File: config.mk
export PLATFORM = sky130hd
export DESIGN_NAME = pmu_counter_bank
export DESIGN_NICKNAME = d
export VERILOG_FILES = /design/src/rtl/pmu_pkg.sv /design/src/rtl/pmu_reg_file.sv /design/src/rtl/pmu_cycle_ctr.sv /design/src/rtl/pmu_event_ctr.sv /design/src/rtl/pmu_counter_bank.sv
export SDC_FILE = /design/constraint.sdc
export NUM_CORES = 1
export LEC_CHECK = 0
export ABC_AREA = 1
export CAP_MARGIN = 40
export CORE_MARGIN = 4
export CORE_UTILIZATION = 30
export DETAILED_ROUTE_END_ITERATION = 12
export PLACE_DENSITY = 0.47
export SLEW_MARGIN = 25
export SYNTH_ARGS = -nofsm -noshare
export SYNTH_HDL_FRONTEND = slang
export SYNTH_SLANG_ARGS = --single-unit
export TNS_END_PERCENT = 100
File: constraint.sdc
create_clock -name clk -period 3.35 [get_ports clk]
set_clock_uncertainty 0.1 [all_clocks]
set_input_delay 0.67 -clock clk [delete_from_list [all_inputs] [get_ports clk]]
set_output_delay 0.67 -clock clk [all_outputs]
set_load 0.02 [all_outputs]
File: src/rtl/pmu_pkg.sv
package pmu_pkg;

    localparam int REG_W       = 32;
    localparam int CTL_EN      = 0;
    localparam int CTL_CLR     = 1;
    localparam int CTL_SEL_LSB = 4;
    localparam int SEL_W       = 4;
    localparam int CTL_OVF     = 8;

    typedef enum logic {
        OVF_WRAP = 1'b0,
        OVF_STOP = 1'b1
    } ovf_mode_e;

    typedef struct packed {
        logic             en;
        logic [SEL_W-1:0] sel;
    } ctl_t;

    function automatic ctl_t ctl_from_word(input logic [REG_W-1:0] w);
        ctl_t c;
        c.en  = w[CTL_EN];
        c.sel = w[CTL_SEL_LSB +: SEL_W];
        return c;
    endfunction

    function automatic logic [REG_W-1:0] ctl_to_word(input ctl_t c, input logic ovf);
        logic [REG_W-1:0] w;
        w = '0;
        w[CTL_EN]                 = c.en;
        w[CTL_SEL_LSB +: SEL_W]   = c.sel;
        w[CTL_OVF]                = ovf;
        return w;
    endfunction

endpackage

File: src/rtl/pmu_reg_file.sv
module pmu_reg_file
    import pmu_pkg::*;
#(
    parameter int NUM_CTR = 4,
    parameter int CNT_W   = 32,
    parameter int ADDR_W  = 5
) (
    input  logic                           clk,
    input  logic                           rst,
    input  logic                           wr_en_i,
    input  logic [ADDR_W-1:0]              addr_i,
    input  logic [REG_W-1:0]               wdata_i,
    output logic [REG_W-1:0]               rdata_o,
    output ctl_t [NUM_CTR-1:0]             ctl_o,
    output logic [NUM_CTR-1:0]             clr_o,
    input  logic [NUM_CTR-1:0][CNT_W-1:0]  cnt_i,
    input  logic [NUM_CTR-1:0]             ovf_i
);

    localparam int IDX_W = ADDR_W - 2;

    logic [IDX_W-1:0] word_idx;
    assign word_idx = addr_i[ADDR_W-1:2];

    logic unused_bits;
    assign unused_bits = ^{addr_i[1:0], wdata_i[REG_W-1:CTL_OVF], wdata_i[3:2]};

    for (genvar i = 0; i < NUM_CTR; i++) begin : g_ctl
        logic hit;
        ctl_t ctl_q;
        assign hit = wr_en_i && (word_idx == IDX_W'(i));
        always_ff @(posedge clk) begin
            if (rst) begin
                ctl_q <= '0;
            end else if (hit) begin
                ctl_q <= ctl_from_word(wdata_i);
            end
        end
        assign ctl_o[i] = ctl_q;
        assign clr_o[i] = hit && wdata_i[CTL_CLR];
    end

    always_comb begin
        rdata_o = '0;
        for (int i = 0; i < NUM_CTR; i++) begin
            if (word_idx == IDX_W'(i)) begin
                rdata_o = ctl_to_word(ctl_o[i], ovf_i[i]);
            end
            if (word_idx == IDX_W'(i + NUM_CTR)) begin
                rdata_o = REG_W'(cnt_i[i]);
            end
        end
    end

endmodule

File: src/rtl/pmu_cycle_ctr.sv
module pmu_cycle_ctr #(
    parameter int CNT_W = 32
) (
    input  logic             clk,
    input  logic             rst,
    input  logic             en_i,
    input  logic             clr_i,
    output logic [CNT_W-1:0] cnt_o,
    output logic             ovf_o
);

    logic [CNT_W-1:0] cnt_q;
    logic             ovf_q;

    always_ff @(posedge clk) begin
        if (rst || clr_i) begin
            cnt_q <= '0;
            ovf_q <= 1'b0;
        end else if (en_i && !ovf_q) begin
            cnt_q <= cnt_q + 1'b1;
            if (&cnt_q) begin
                ovf_q <= 1'b1;
            end
        end
    end

    assign cnt_o = cnt_q;
    assign ovf_o = ovf_q;

    AST_CYC_STEP: assert property (@(posedge clk) disable iff (rst)
        en_i && !ovf_q && !clr_i && !(&cnt_q) |=> cnt_q == $past(cnt_q) + 1'b1 && !ovf_q);
    AST_CYC_WRAP: assert property (@(posedge clk) disable iff (rst)
        en_i && !ovf_q && !clr_i && (&cnt_q) |=> ovf_q && cnt_q == '0);
    AST_CYC_FROZEN: assert property (@(posedge clk) disable iff (rst)
        ovf_q && !clr_i |=> ovf_q && $stable(cnt_q));
    AST_CYC_CLR: assert property (@(posedge clk) disable iff (rst)
        clr_i |=> cnt_q == '0 && !ovf_q);

endmodule

File: src/rtl/pmu_event_ctr.sv
module pmu_event_ctr
    import pmu_pkg::*;
#(
    parameter int        CNT_W    = 32,
    parameter int        INC_W    = 8,
    parameter ovf_mode_e OVF_MODE = OVF_STOP
) (
    input  logic             clk,
    input  logic             rst,
    input  logic             run_i,
    input  logic             clr_i,
    input  logic [INC_W-1:0] inc_i,
    output logic [CNT_W-1:0] cnt_o,
    output logic             ovf_o
);

    logic [CNT_W-1:0] cnt_q;
    logic             ovf_q;
    logic [CNT_W:0]   sum;
    logic             halted;
    logic [CNT_W-1:0] next_val;

    assign sum = {1'b0, cnt_q} + {{(CNT_W + 1 - INC_W){1'b0}}, inc_i};

    if (OVF_MODE == OVF_STOP) begin : g_stop
        assign halted   = ovf_q;
        assign next_val = sum[CNT_W] ? '1 : sum[CNT_W-1:0];

        AST_STOP_SAT: assert property (@(posedge clk) disable iff (rst)
            ovf_q && !clr_i |=> cnt_q == '1);
    end else begin : g_wrap
        assign halted   = 1'b0;
        assign next_val = sum[CNT_W-1:0];

        AST_WRAP_KEEP: assert property (@(posedge clk) disable iff (rst)
            run_i && !clr_i |=> cnt_q == $past(cnt_q) + CNT_W'($past(inc_i)));
    end

    always_ff @(posedge clk) begin
        if (rst || clr_i) begin
            cnt_q <= '0;
            ovf_q <= 1'b0;
        end else if (run_i && !halted) begin
            cnt_q <= next_val;
            if (sum[CNT_W]) begin
                ovf_q <= 1'b1;
            end
        end
    end

    assign cnt_o = cnt_q;
    assign ovf_o = ovf_q;

    AST_EVT_HOLD: assert property (@(posedge clk) disable iff (rst)
        !run_i && !clr_i |=> $stable(cnt_q) && $stable(ovf_q));
    AST_OVF_STICKY: assert property (@(posedge clk) disable iff (rst)
        ovf_q && !clr_i |=> ovf_q);
    AST_EVT_CLR: assert property (@(posedge clk) disable iff (rst)
        clr_i |=> cnt_q == '0 && !ovf_q);

endmodule

File: src/rtl/pmu_counter_bank.sv
module pmu_counter_bank
    import pmu_pkg::*;
#(
    parameter int        NUM_EVT  = 3,
    parameter int        CNT_W    = 32,
    parameter int        INC_W    = 8,
    parameter int        NUM_SRC  = 4,
    parameter ovf_mode_e OVF_MODE = OVF_STOP,
    localparam int       NUM_CTR  = NUM_EVT + 1,
    localparam int       ADDR_W   = $clog2(8 * NUM_CTR)
) (
    input  logic                     clk,
    input  logic                     rst,
    input  logic                     reg_wr,
    input  logic [ADDR_W-1:0]        reg_addr,
    input  logic [REG_W-1:0]         reg_wdata,
    output logic [REG_W-1:0]         reg_rdata,
    input  logic [NUM_SRC*INC_W-1:0] src_inc,
    output logic                     irq
);

    ctl_t [NUM_CTR-1:0]            ctl;
    logic [NUM_CTR-1:0]            clr;
    logic [NUM_CTR-1:0][CNT_W-1:0] cnt_all;
    logic [NUM_CTR-1:0]            ovf;
    logic                          bank_run;

    logic unused_sel0;
    assign unused_sel0 = ^ctl[0].sel;

    pmu_reg_file #(
        .NUM_CTR (NUM_CTR),
        .CNT_W   (CNT_W),
        .ADDR_W  (ADDR_W)
    ) u_regs (
        .clk     (clk),
        .rst     (rst),
        .wr_en_i (reg_wr),
        .addr_i  (reg_addr),
        .wdata_i (reg_wdata),
        .rdata_o (reg_rdata),
        .ctl_o   (ctl),
        .clr_o   (clr),
        .cnt_i   (cnt_all),
        .ovf_i   (ovf)
    );

    pmu_cycle_ctr #(
        .CNT_W (CNT_W)
    ) u_cycle (
        .clk   (clk),
        .rst   (rst),
        .en_i  (ctl[0].en),
        .clr_i (clr[0]),
        .cnt_o (cnt_all[0]),
        .ovf_o (ovf[0])
    );

    assign bank_run = ctl[0].en && !ovf[0];
    assign irq      = ovf[0];

    for (genvar e = 0; e < NUM_EVT; e++) begin : g_evt
        logic [INC_W-1:0] inc_sel;
        always_comb begin
            inc_sel = '0;
            for (int s = 0; s < NUM_SRC; s++) begin
                if (ctl[e+1].sel == SEL_W'(s)) begin
                    inc_sel = src_inc[s*INC_W +: INC_W];
                end
            end
        end

        pmu_event_ctr #(
            .CNT_W    (CNT_W),
            .INC_W    (INC_W),
            .OVF_MODE (OVF_MODE)
        ) u_ctr (
            .clk   (clk),
            .rst   (rst),
            .run_i (bank_run && ctl[e+1].en),
            .clr_i (clr[e+1]),
            .inc_i (inc_sel),
            .cnt_o (cnt_all[e+1]),
            .ovf_o (ovf[e+1])
        );
    end

    AST_FREEZE_ALL: assert property (@(posedge clk) disable iff (rst)
        irq && !(|clr) |=> $stable(cnt_all) && irq);
    AST_IRQ_SOURCE: assert property (@(posedge clk) disable iff (rst)
        !irq && !(ctl[0].en && (&cnt_all[0])) |=> !irq);

endmodule

# --- After elaboration in Yosys (flattened, before gate mapping) ---
# Index checks and enable logic that the tools add are counted.
word_totals:
  regBits: 152
  input_bits: 72
  output_inout_bits: 33
  elab_cells: 90
op_classes:
  addsub: 4
  eq_ne: 16
  n_mux: 23
  reduce_logical: 31
op_table:
  columns: ["operator", "count"]
  rows:
  - ["32-bit 2-to-1 mux", 10]
  - ["32-bit by 8-bit adder with 33-bit output", 3]
  - ["8-bit 2-to-1 mux", 12]
  - ["33-bit AND reduction", 1]
  - ["32-bit by 1-bit adder with 32-bit output (second input constant)", 1]
  - ["4-bit by 2-bit equality test with 1-bit output (second input constant)", 6]
  - ["1-bit logical AND", 15]
  - ["3-bit equality test (second input constant)", 4]
  - ["4-bit by 1-bit equality test with 1-bit output (second input constant)", 3]
  - ["4-bit zero test", 3]
  - ["9-bit 2-to-1 mux", 1]
  - ["3-bit by 2-bit equality test with 1-bit output (second input constant)", 2]
  - ["2-bit AND reduction", 3]
  - ["1-bit zero test", 4]
  - ["1-bit logical OR", 4]
  - ["3-bit by 1-bit equality test with 1-bit output (second input constant)", 1]
  - ["3-bit zero test", 1]

# --- Logic depth before layout (Yosys ltp) ---
# Gate-level depths: netlist (run 1).
logic_depth:
  ltp_word: 9
  mapped_depth: 24
  depth_no_buf: 24

# --- Cells and area by module ---
# A second synthesis (run 1) with hierarchy kept.
hier_totals:
  cells_unflattened: 1972
  hier_area_um2: 11913.9
modules_own_cells:
  columns: ["mod", "instances", "cells_each", "area_each_um2", "seq_area_each_um2"]
  rows:
  - ["pmu_event_ctr at g_evt[0].u_ctr ...", 2, 388, 2368.5, 660.6]
  - ["pmu_event_ctr at g_evt[2].u_ctr", 1, 399, 2528.7, 660.6]
  - ["pmu_cycle_ctr", 1, 297, 1909.3, 660.6]
  - ["pmu_reg_file", 1, 339, 1868.0, 400.4]
  - ["pmu_counter_bank", 1, 161, 870.8, 0.0]

# --- Least setup slack after synthesis (run 1) ---
# Ideal clock, no wire load.
synth_path:
  kind: "register -> register"
  start: "register u_regs.g_ctl[3].ctl_q (netlist bit u_regs.ctl_o[18])"
  end: "register g_evt[2].u_ctr.cnt_q[6]"
  setup_ps: 115
  arrival_ps: 2614
  setup_slack_ps: 520
  stages_incl_launch_ff: 21
  n_path_buf: 0
  synth_period_minus_slack_ps: 2830
  path_cell_list: "dfxtp_1 -> nor2_1 -> inv_1 -> nor2_2 -> inv_1 -> nor2_1 -> inv_1 -> o221ai_1 -> inv_1 -> ha_1 -> inv_1 -> fa_1 -> inv_1 -> nand2_1 -> o21ai_1 -> nand2_1 -> nand2_2 -> a21oi_1 -> inv_1 -> o21ai_0 -> inv_1"
synth_between:
  elab_chain_cells: 7
synth_lines:
  columns: ["item", "line", "rtl"]
  rows:
  - ["start, declared", "pmu_reg_file.sv:30", "ctl_t ctl_q;"]
  - ["start signal, assigned", "pmu_reg_file.sv:36", "ctl_q <= ctl_from_word(wdata_i);"]
  - ["4-bit zero test", "pmu_counter_bank.sv:67", "if (ctl[e+1].sel == SEL_W'(s)) begin"]
  - ["8-bit 2-to-1 mux (3 in a row)", "pmu_counter_bank.sv:67", null]
  - ["8-bit 2-to-1 mux *", "pmu_counter_bank.sv:67", null]
  - ["32-bit by 8-bit adder with 33-bit output *", "pmu_event_ctr.sv:23", "assign sum = {1'b0, cnt_q} + {{(CNT_W + 1 - INC_W){1'b0}}, inc_i};"]
  - ["32-bit 2-to-1 mux *", "pmu_event_ctr.sv:27", "assign next_val = sum[CNT_W] ? '1 : sum[CNT_W-1:0];"]
  - ["end signal, assigned", "pmu_event_ctr.sv:44", "cnt_q <= next_val;"]
  - ["end, declared", "pmu_event_ctr.sv:17", "logic [CNT_W-1:0] cnt_q;"]
# Every way passes the cells marked *; elsewhere a longest branch is shown, timed or not.
# A chain may end at the register's enable or synchronous reset.

# --- Final worst setup path (run 1) ---
layout_path:
  start: "input reg_addr[3]"
  end: "output reg_rdata[26]"
layout_between:
  elab_chain_cells: 8
layout_lines:
  columns: ["item", "line", "rtl"]
  rows:
  - ["start, declared", "pmu_counter_bank.sv:15", "input logic [ADDR_W-1:0] reg_addr,"]
  - ["3-bit equality test", "pmu_reg_file.sv:49", "if (word_idx == IDX_W'(i + NUM_CTR)) begin"]
  - ["32-bit 2-to-1 mux", "pmu_reg_file.sv:49", null]
  - ["32-bit 2-to-1 mux", "pmu_reg_file.sv:46", "if (word_idx == IDX_W'(i)) begin"]
  - ["32-bit 2-to-1 mux", "pmu_reg_file.sv:49", null]
  - ["32-bit 2-to-1 mux", "pmu_reg_file.sv:46", null]
  - ["32-bit 2-to-1 mux", "pmu_reg_file.sv:49", null]
  - ["32-bit 2-to-1 mux", "pmu_reg_file.sv:46", null]
  - ["32-bit 2-to-1 mux *", "pmu_reg_file.sv:49", null]
  - ["end, declared", "pmu_counter_bank.sv:17", "output logic [REG_W-1:0] reg_rdata,"]
# Marks and branches as above.

==> results of run 1 <==
## synthesized netlist by cell type (5+ instances only)
cell      instances  area [sq um]
o22ai_1          33           206
nor2_2           16           100
xnor2_1           7          61.3
nor2_1          220           826
ha_1             25           313
nand2_1         485          1820
inv_1           326          1220
o21ai_0          82           410
buf_2            18          90.1
a22oi_1           5          37.5
nand4_1          35           219
nand3_1         135           676
a21oi_1         107           536
nor3_4            5          81.3
nor2_4            6          67.6
o21ai_1          25           125
nand2_2          13          81.3
inv_2            18          67.6
nor3_1           39           195
nand3_2          12           120
dfxtp_1         152          3040
xor2_1           32           280
o221ai_1         23           201
nor3_2            6          60.1
clkbuf_1         15          56.3
## layer usage
metal	GRT usage	wire, microns	share of wire
met2	0.350	20400	0.47
met1	0.281	20000	0.46
met4	0.0476	720	0.017
met5	0	0	0
met3	0.0298	2020	0.047
## per-stage QoR
step	util	instances	TNS [ps]
CTS	0.385	2635	0
global placement	0.368	2603	-27790
finish	0.390	2636	0
floorplan	-	1907	0
global route	0.390	2636	-154
detailed placement	0.368	2603	-26760
## final timing paths
path / end / slack, ps / cells after the start
setup / recovery: reg_rdata[26] / 40 / 10
hold / removal: u_regs.ctl_o[1] / 350 / 2
setup reg to reg: g_evt[0].u_ctr.cnt_o[24] / 260 / 21
hold reg to reg: u_regs.ctl_o[1] / 350 / 2
## layout make-up
| class | instances | area share |
|---|---|---|
| Multi-Input combinational cell | 1367 | 0.487 |
| Sequential cell | 152 | 0.206 |
| Timing Repair Buffer | 227 | 0.132 |
| Inverter | 347 | 0.0888 |
| Tap cell | 511 | 0.0433 |
| Clock buffer | 17 | 0.0288 |
| Clock inverter | 15 | 0.0136 |
## worst max-delay path, stage by stage
cell and delay, ps:
clkdlybuf4s15_1 300, inv_2 80, nand3_1 70, buf_4 180
buf_4 180, o22ai_1 100, buf_4 160, a21oi_1 270
o21ai_0 170, dlygate4sd2_1 350
## state kept, by name, indices dropped and copies added (netlist names)
name               cells
g_evt.u_ctr.cnt_o     96
u_regs.ctl_o          20
u_cycle.cnt_o         32
g_evt.u_ctr.ovf_o      3
u_cycle.ovf_o          1
## timing repair
action                                  4_1_cts  5_1_grt
cloned                                        0        0
pin swaps                                     0        5
endpoints found under the setup margin       57       96
gates resized for setup                      46       56
buffers inserted                              0        1
## kinds of logic after synthesis
logic type | count (synthesis) | synth area share
AOI/OAI and AO/OA | 303 | 0.153
buffers and inverters | 388 | 0.132
xor gates and xnor gates | 39 | 0.0296
adders and majority gates | 28 | 0.0323
and+or+nand+nor | 997 | 0.389
DFF | 152 | 0.264
## power breakdown
| group | internal, uW | switching (uW) |
|---|---|---|
| logic | 273 | 388 |
| registers | 1820 | 7.81 |
| clock network | 1250 | 879 |
| total | 3340 | 1280 |
==> reports/results.env, run 1 <==
AREA.GROWTH.SYNTH_TO_FINAL_PCT=28.0
POWER_DENSITY_OVER_THE_CELLS_nW_PER_UM2=312
CORE.ROWCOUNT=71
FINAL_HOLD_VIOL_COUNT=0
POWER.TOTAL_uW=4610
ROUTE.DETAILED.WL_PER_INST_MICRONS=16.4
CTS_HOLD_REPAIR.BUFFERS=0
FINAL_CELL_MIX='nand2_1 (474), inv_1 (324), nor2_1 (216), dfxtp_1 (150), buf_4 (142)'
PLACE_WORST_SETUP_SLACK_PS=-511
GP_CONGESTION=0.941
FIRST_GLOBAL_VIAS=12400
SEQUENTIAL_CELL_AREA_SQ_UM=3050
DISTINCT_CELL_TYPE_COUNT_OF_THE_SYNTHESIZED_NETLIST=59
MOST_COMMON_LIBRARY_CELL_IN_THE_LAYOUT_IGNORING_FILL_AND_TAPS='nand2_1'
VIAS_AFTER_DETAILED_ROUTING=12800
WORST_SETUP_PATH_STARTPOINT='reg_addr[3]'
FINALSETUPVIOLATIONS=0
VIASPERCELL=4.84
MULTIINPUTGATEAREA_SQ_UM=7200
NUM_ANTENNA_CELLS=0
YOSYS_REGISTER_BITS=152
GRT_START_MAX_NET_PINS=29
GRT_SETUP_UNREPAIRED='true'
MIN-DELAY-PATH-CLASS='reg2reg'
WORST_PATH_REQUIRED_PS=2580
TRANSITION_TIME_AT_THE_PIN_WITH_THE_LEAST_SLEW_MARGIN_PS=625
SETUP_WS_PS=40.2
GRT_USE_TOTAL=0.207
NUM-NETS-FINAL=2212
MAX_FREQ_GHz=0.302
FIRST_PASS_ITERS=5
CTS_ROOT_BUF='clkbuf_16'
SYN_WARNINGS=0
SYNTH-EDFF-COUNT=0
COUNT_OF_MAXIMUM_CAPACITANCE_VIOLATIONS=0
FP.DIEW_MICRONS=204
CTS.PATH.MAX_BUFFERS=2
FINAL_PERIOD_MINUS_WORST_SETUP_SLACK_PS=3310
IOPINCOUNT=105
RUN_STATUS='finished, final reports clean'
WORST_SETUP_PATH_END_KIND='output pin'
WIRELENGTH_MICRONS=43200
WORSTSETUPSTARTPOINTTYPE='input port'
POSTSYNTH.ASYNCRESETSHARE=0
REMAINING_DRC_ERRORS=0
LAYOUT-DRIVE-GT1-SHARE=0.155
GRT_OVERFLOW_TOTAL=0
SEQ_AREA_FRAC_SYNTH=0.264
POSTSYNTH.TOPFLOPCELL='dfxtp_1'
LAYOUT.FILLER_CELLS=4195
POST_SYNTH_INST_COUNT=1907
TRITONCTS_BUFFER_COUNT=17
DIE_AREA_SQ_UM=41700
IO_BUFFER_COUNT=76
CTS_TREE='done'
DESIGN_AREA_SQ_UM=14800
FP.COREAREA_SQ_UM=37800
TIMING.FINAL.CRIT_SHARE=0.988
GRT_FIRST_PASS_WIRELENGTH_MICRONS=67800
WORST_EP_ARRIVAL_TIME_PS=2540
MAPPEDNETLISTNETS=2007
INITIAL_UTILIZATION=0.305
NETLIST_AREA_SQ_UM=11500
HOLDCRITSTARTPOINT='u_regs.ctl_o[1]'
WORSTSETUPPATHTYPE='in2out'
CTS.SINKS=152
PEAKVDDDROP_mV=0.336
DRT_FIRST_ITER_VIOLATIONS=686
DP_HPWL_MICRONS=34700
TIMING.FINAL.MAX_SLEW_VIOLATIONS=0
LEAKAGEPOWER_uW=0.00682
MAX_SLEW_MARGIN=0.582
TIMING.CRITICAL_PATH.FANOUT_MAX=10
GRT_ANTENNA_BEFORE_REPAIR=1
CLOCK_INSERTION_DELAY_AT_THE_LATER_PIN_OF_THE_SKEW_REPORT_PS=450
CLK_PIN_SLEW_PS=60
CTS-HTREE-LEVELS=4
REGTOREGSTARTPOINT='u_regs.ctl_o[8]'
DIE_Y_MICRONS=204
ANT_NETS=0
PLACE_AREA_SQ_UM=13900
FINALHOLDWORSTSLACK_PS=355
POST_SYNTH.CELL_AREA_AVG_SQ_UM=6.05
(Power assumes the default switching activity.)
==> run 2: changes to the inputs <==
Settings changed: PLACE_DENSITY 0.47 to 0.48.
==> reports/results.env, run 2 (synthesized netlist as in run 1, its figures left out) <==
MULTIINPUTGATEAREA_SQ_UM=7280
CORE.ROWCOUNT=71
TIMING.CRITICAL_PATH.CELLS='clkdlybuf4s50_1 > buf_4 > nand2_1 > buf_12 > buf_12 > o22ai_1 > buf_4 > a21oi_2 > o21ai_0 > dlygate4sd2_1'
TIMING.CRITICAL_PATH.FANOUT_MAX=14
NUMBER_OF_CELLS_IN_THE_DESIGN_AFTER_PLACEMENT=2596
WIRELENGTH_MICRONS=43400
CP_SLOWEST_STAGE_DELAY_PS=430
FP.DIEW_MICRONS=204
IO_BUFFER_COUNT=76
VIAS_AFTER_DETAILED_ROUTING=12800
TRANSITION_TIME_AT_THE_PIN_WITH_THE_LEAST_SLEW_MARGIN_PS=547
WORST_EP_ARRIVAL_TIME_PS=2530
NUM-NETS-FINAL=2210
FINALSETUPVIOLATIONS=0
WORSTSETUPSTARTPOINTTYPE='input port'
COUNT_OF_MAXIMUM_CAPACITANCE_VIOLATIONS=0
DIE_Y_MICRONS=204
NUM_ANTENNA_CELLS=0
POWER.TOTAL_uW=4750
WORST_PATH_REQUIRED_PS=2580
GP_CONGESTION=0.952
GRT_OVERFLOW_TOTAL=0
GRT_USE_TOTAL=0.205
DRT_FIRST_ITER_VIOLATIONS=710
FIN_CELLS=2633
VIASPERCELL=4.86
CTS_TREE='done'
CTS_HOLD_REPAIR.BUFFERS=0
GRT_ANTENNA_BEFORE_REPAIR=0
TIMING.FINAL.MAX_SLEW_VIOLATIONS=0
REMAINING_DRC_ERRORS=0
ANT_NETS=0
FINAL_HOLD_VIOL_COUNT=0
WORSTSETUPPATHTYPE='in2out'
LAYOUT-DRIVE-GT1-SHARE=0.164
MAX_FREQ_GHz=0.303
LEAKAGEPOWER_uW=0.00684
FINAL_PERIOD_MINUS_WORST_SETUP_SLACK_PS=3300
CLK_PIN_SLEW_PS=60
AREA.GROWTH.SYNTH_TO_FINAL_PCT=29.0
TRITONCTS_BUFFER_COUNT=17
FP.COREAREA_SQ_UM=37800
MAX_SLEW_MARGIN=0.634
FINAL_CELL_MIX='nand2_1 (472), inv_1 (321), nor2_1 (213), dfxtp_1 (151), buf_4 (138)'
ROUTE.DETAILED.WL_PER_INST_MICRONS=16.5
LIBRARY_CELL_CONTRIBUTING_THE_LARGEST_SINGLE_DELAY_ON_THE_CRITICAL_PATH='clkdlybuf4s50_1'
CTS_ROOT_BUF='clkbuf_16'
CTS.SINKS=152
WORST_SETUP_PATH_END_KIND='output pin'
IOPINCOUNT=105
GRT_START_MAX_NET_PINS=29
RUN_STATUS='finished, final reports clean'
LARGEST_REG_FLOPS=96
PEAKVDDDROP_mV=0.351
CTS.PATH.MAX_BUFFERS=2
INITIAL_UTILIZATION=0.305
TIMING.FINAL.CRIT_SHARE=0.984
CTS-HTREE-LEVELS=4
FIRST_GLOBAL_VIAS=12100
LAYOUT.FILLER_CELLS=4154
POWER_DENSITY_OVER_THE_CELLS_nW_PER_UM2=319
DIE_AREA_SQ_UM=41700
MOST_COMMON_LIBRARY_CELL_IN_THE_LAYOUT_IGNORING_FILL_AND_TAPS='nand2_1'
CLOCK_INSERTION_DELAY_AT_THE_LATER_PIN_OF_THE_SKEW_REPORT_PS=450
SEQUENTIAL_CELL_AREA_SQ_UM=3040
GRT_FIRST_PASS_WIRELENGTH_MICRONS=67000
MIN-DELAY-PATH-CLASS='reg2reg'
DP_HPWL_MICRONS=34900
FIRST_PASS_ITERS=5
run 2: final cells by class:
class                      count  area share
multi-input combinational   1367       0.489
sequential                   152       0.205
timing repair buffer         225       0.130
inverter                     347      0.0884
tap                          511      0.0430
clock buffer                  19      0.0298
clock inverter                12      0.0150
run 2: worst paths after layout:
| check | cells past startpoint | start | slack (ps) | endpoint |
|---|---|---|---|---|
| worst min-delay path | 2 | u_regs.ctl_o[1] | 350 | u_regs.ctl_o[1] |
| worst min register to register | 2 | u_regs.ctl_o[1] | 350 | u_regs.ctl_o[1] |
| worst max register to register | 20 | u_regs.ctl_o[8] | 240 | g_evt[0].u_ctr.cnt_o[26] |
| worst max-delay path | 10 | reg_addr[4] | 50 | reg_rdata[26] |
run 2: per-stage QoR:
stage	util	hold slack [ps]	instance area (sq um)	TNS [ps]	worst slack [ps]
2_1_floorplan	-	326	11500	0	520
3_3_place_gp	0.367	340	13900	-23170	-535
3_5_place_dp	0.367	345	13900	-26180	-517
4_1_cts	0.385	354	14600	0	23.7
5_1_grt	0.393	380	14900	-18.5	-9.87
6_report	0.393	354	14900	0	52.7
run 2: layer usage:
layer	global-route usage	wire length, microns	vias to the layer above
li1	-	-	6530
met3	0.0357	2070	46
met4	0.0510	847	0
met1	0.279	20300	5929
met5	0	0	-
met2	0.339	20200	294
run 2: repair_timing:
action	4_1_cts	5_1_grt
setup buffers	0	4
cloned	0	2
setup endpoints to repair	32	95
pin swaps	2	8
endpoints found under the hold margin	0	0
gates resized for setup	53	86
run 2: report_power, final:
group,internal (uW),switching (uW)
combinational,270,389
sequential,1820,7.82
clock,1410,850
total,3500,1250
run 2: worst max-delay path: cells and delay by family:
kind	cells	cell delay, ps
AO/OA/AOI/OAI	3	390
buffers and inverters	6	1350
AND/OR/NAND/NOR	1	100
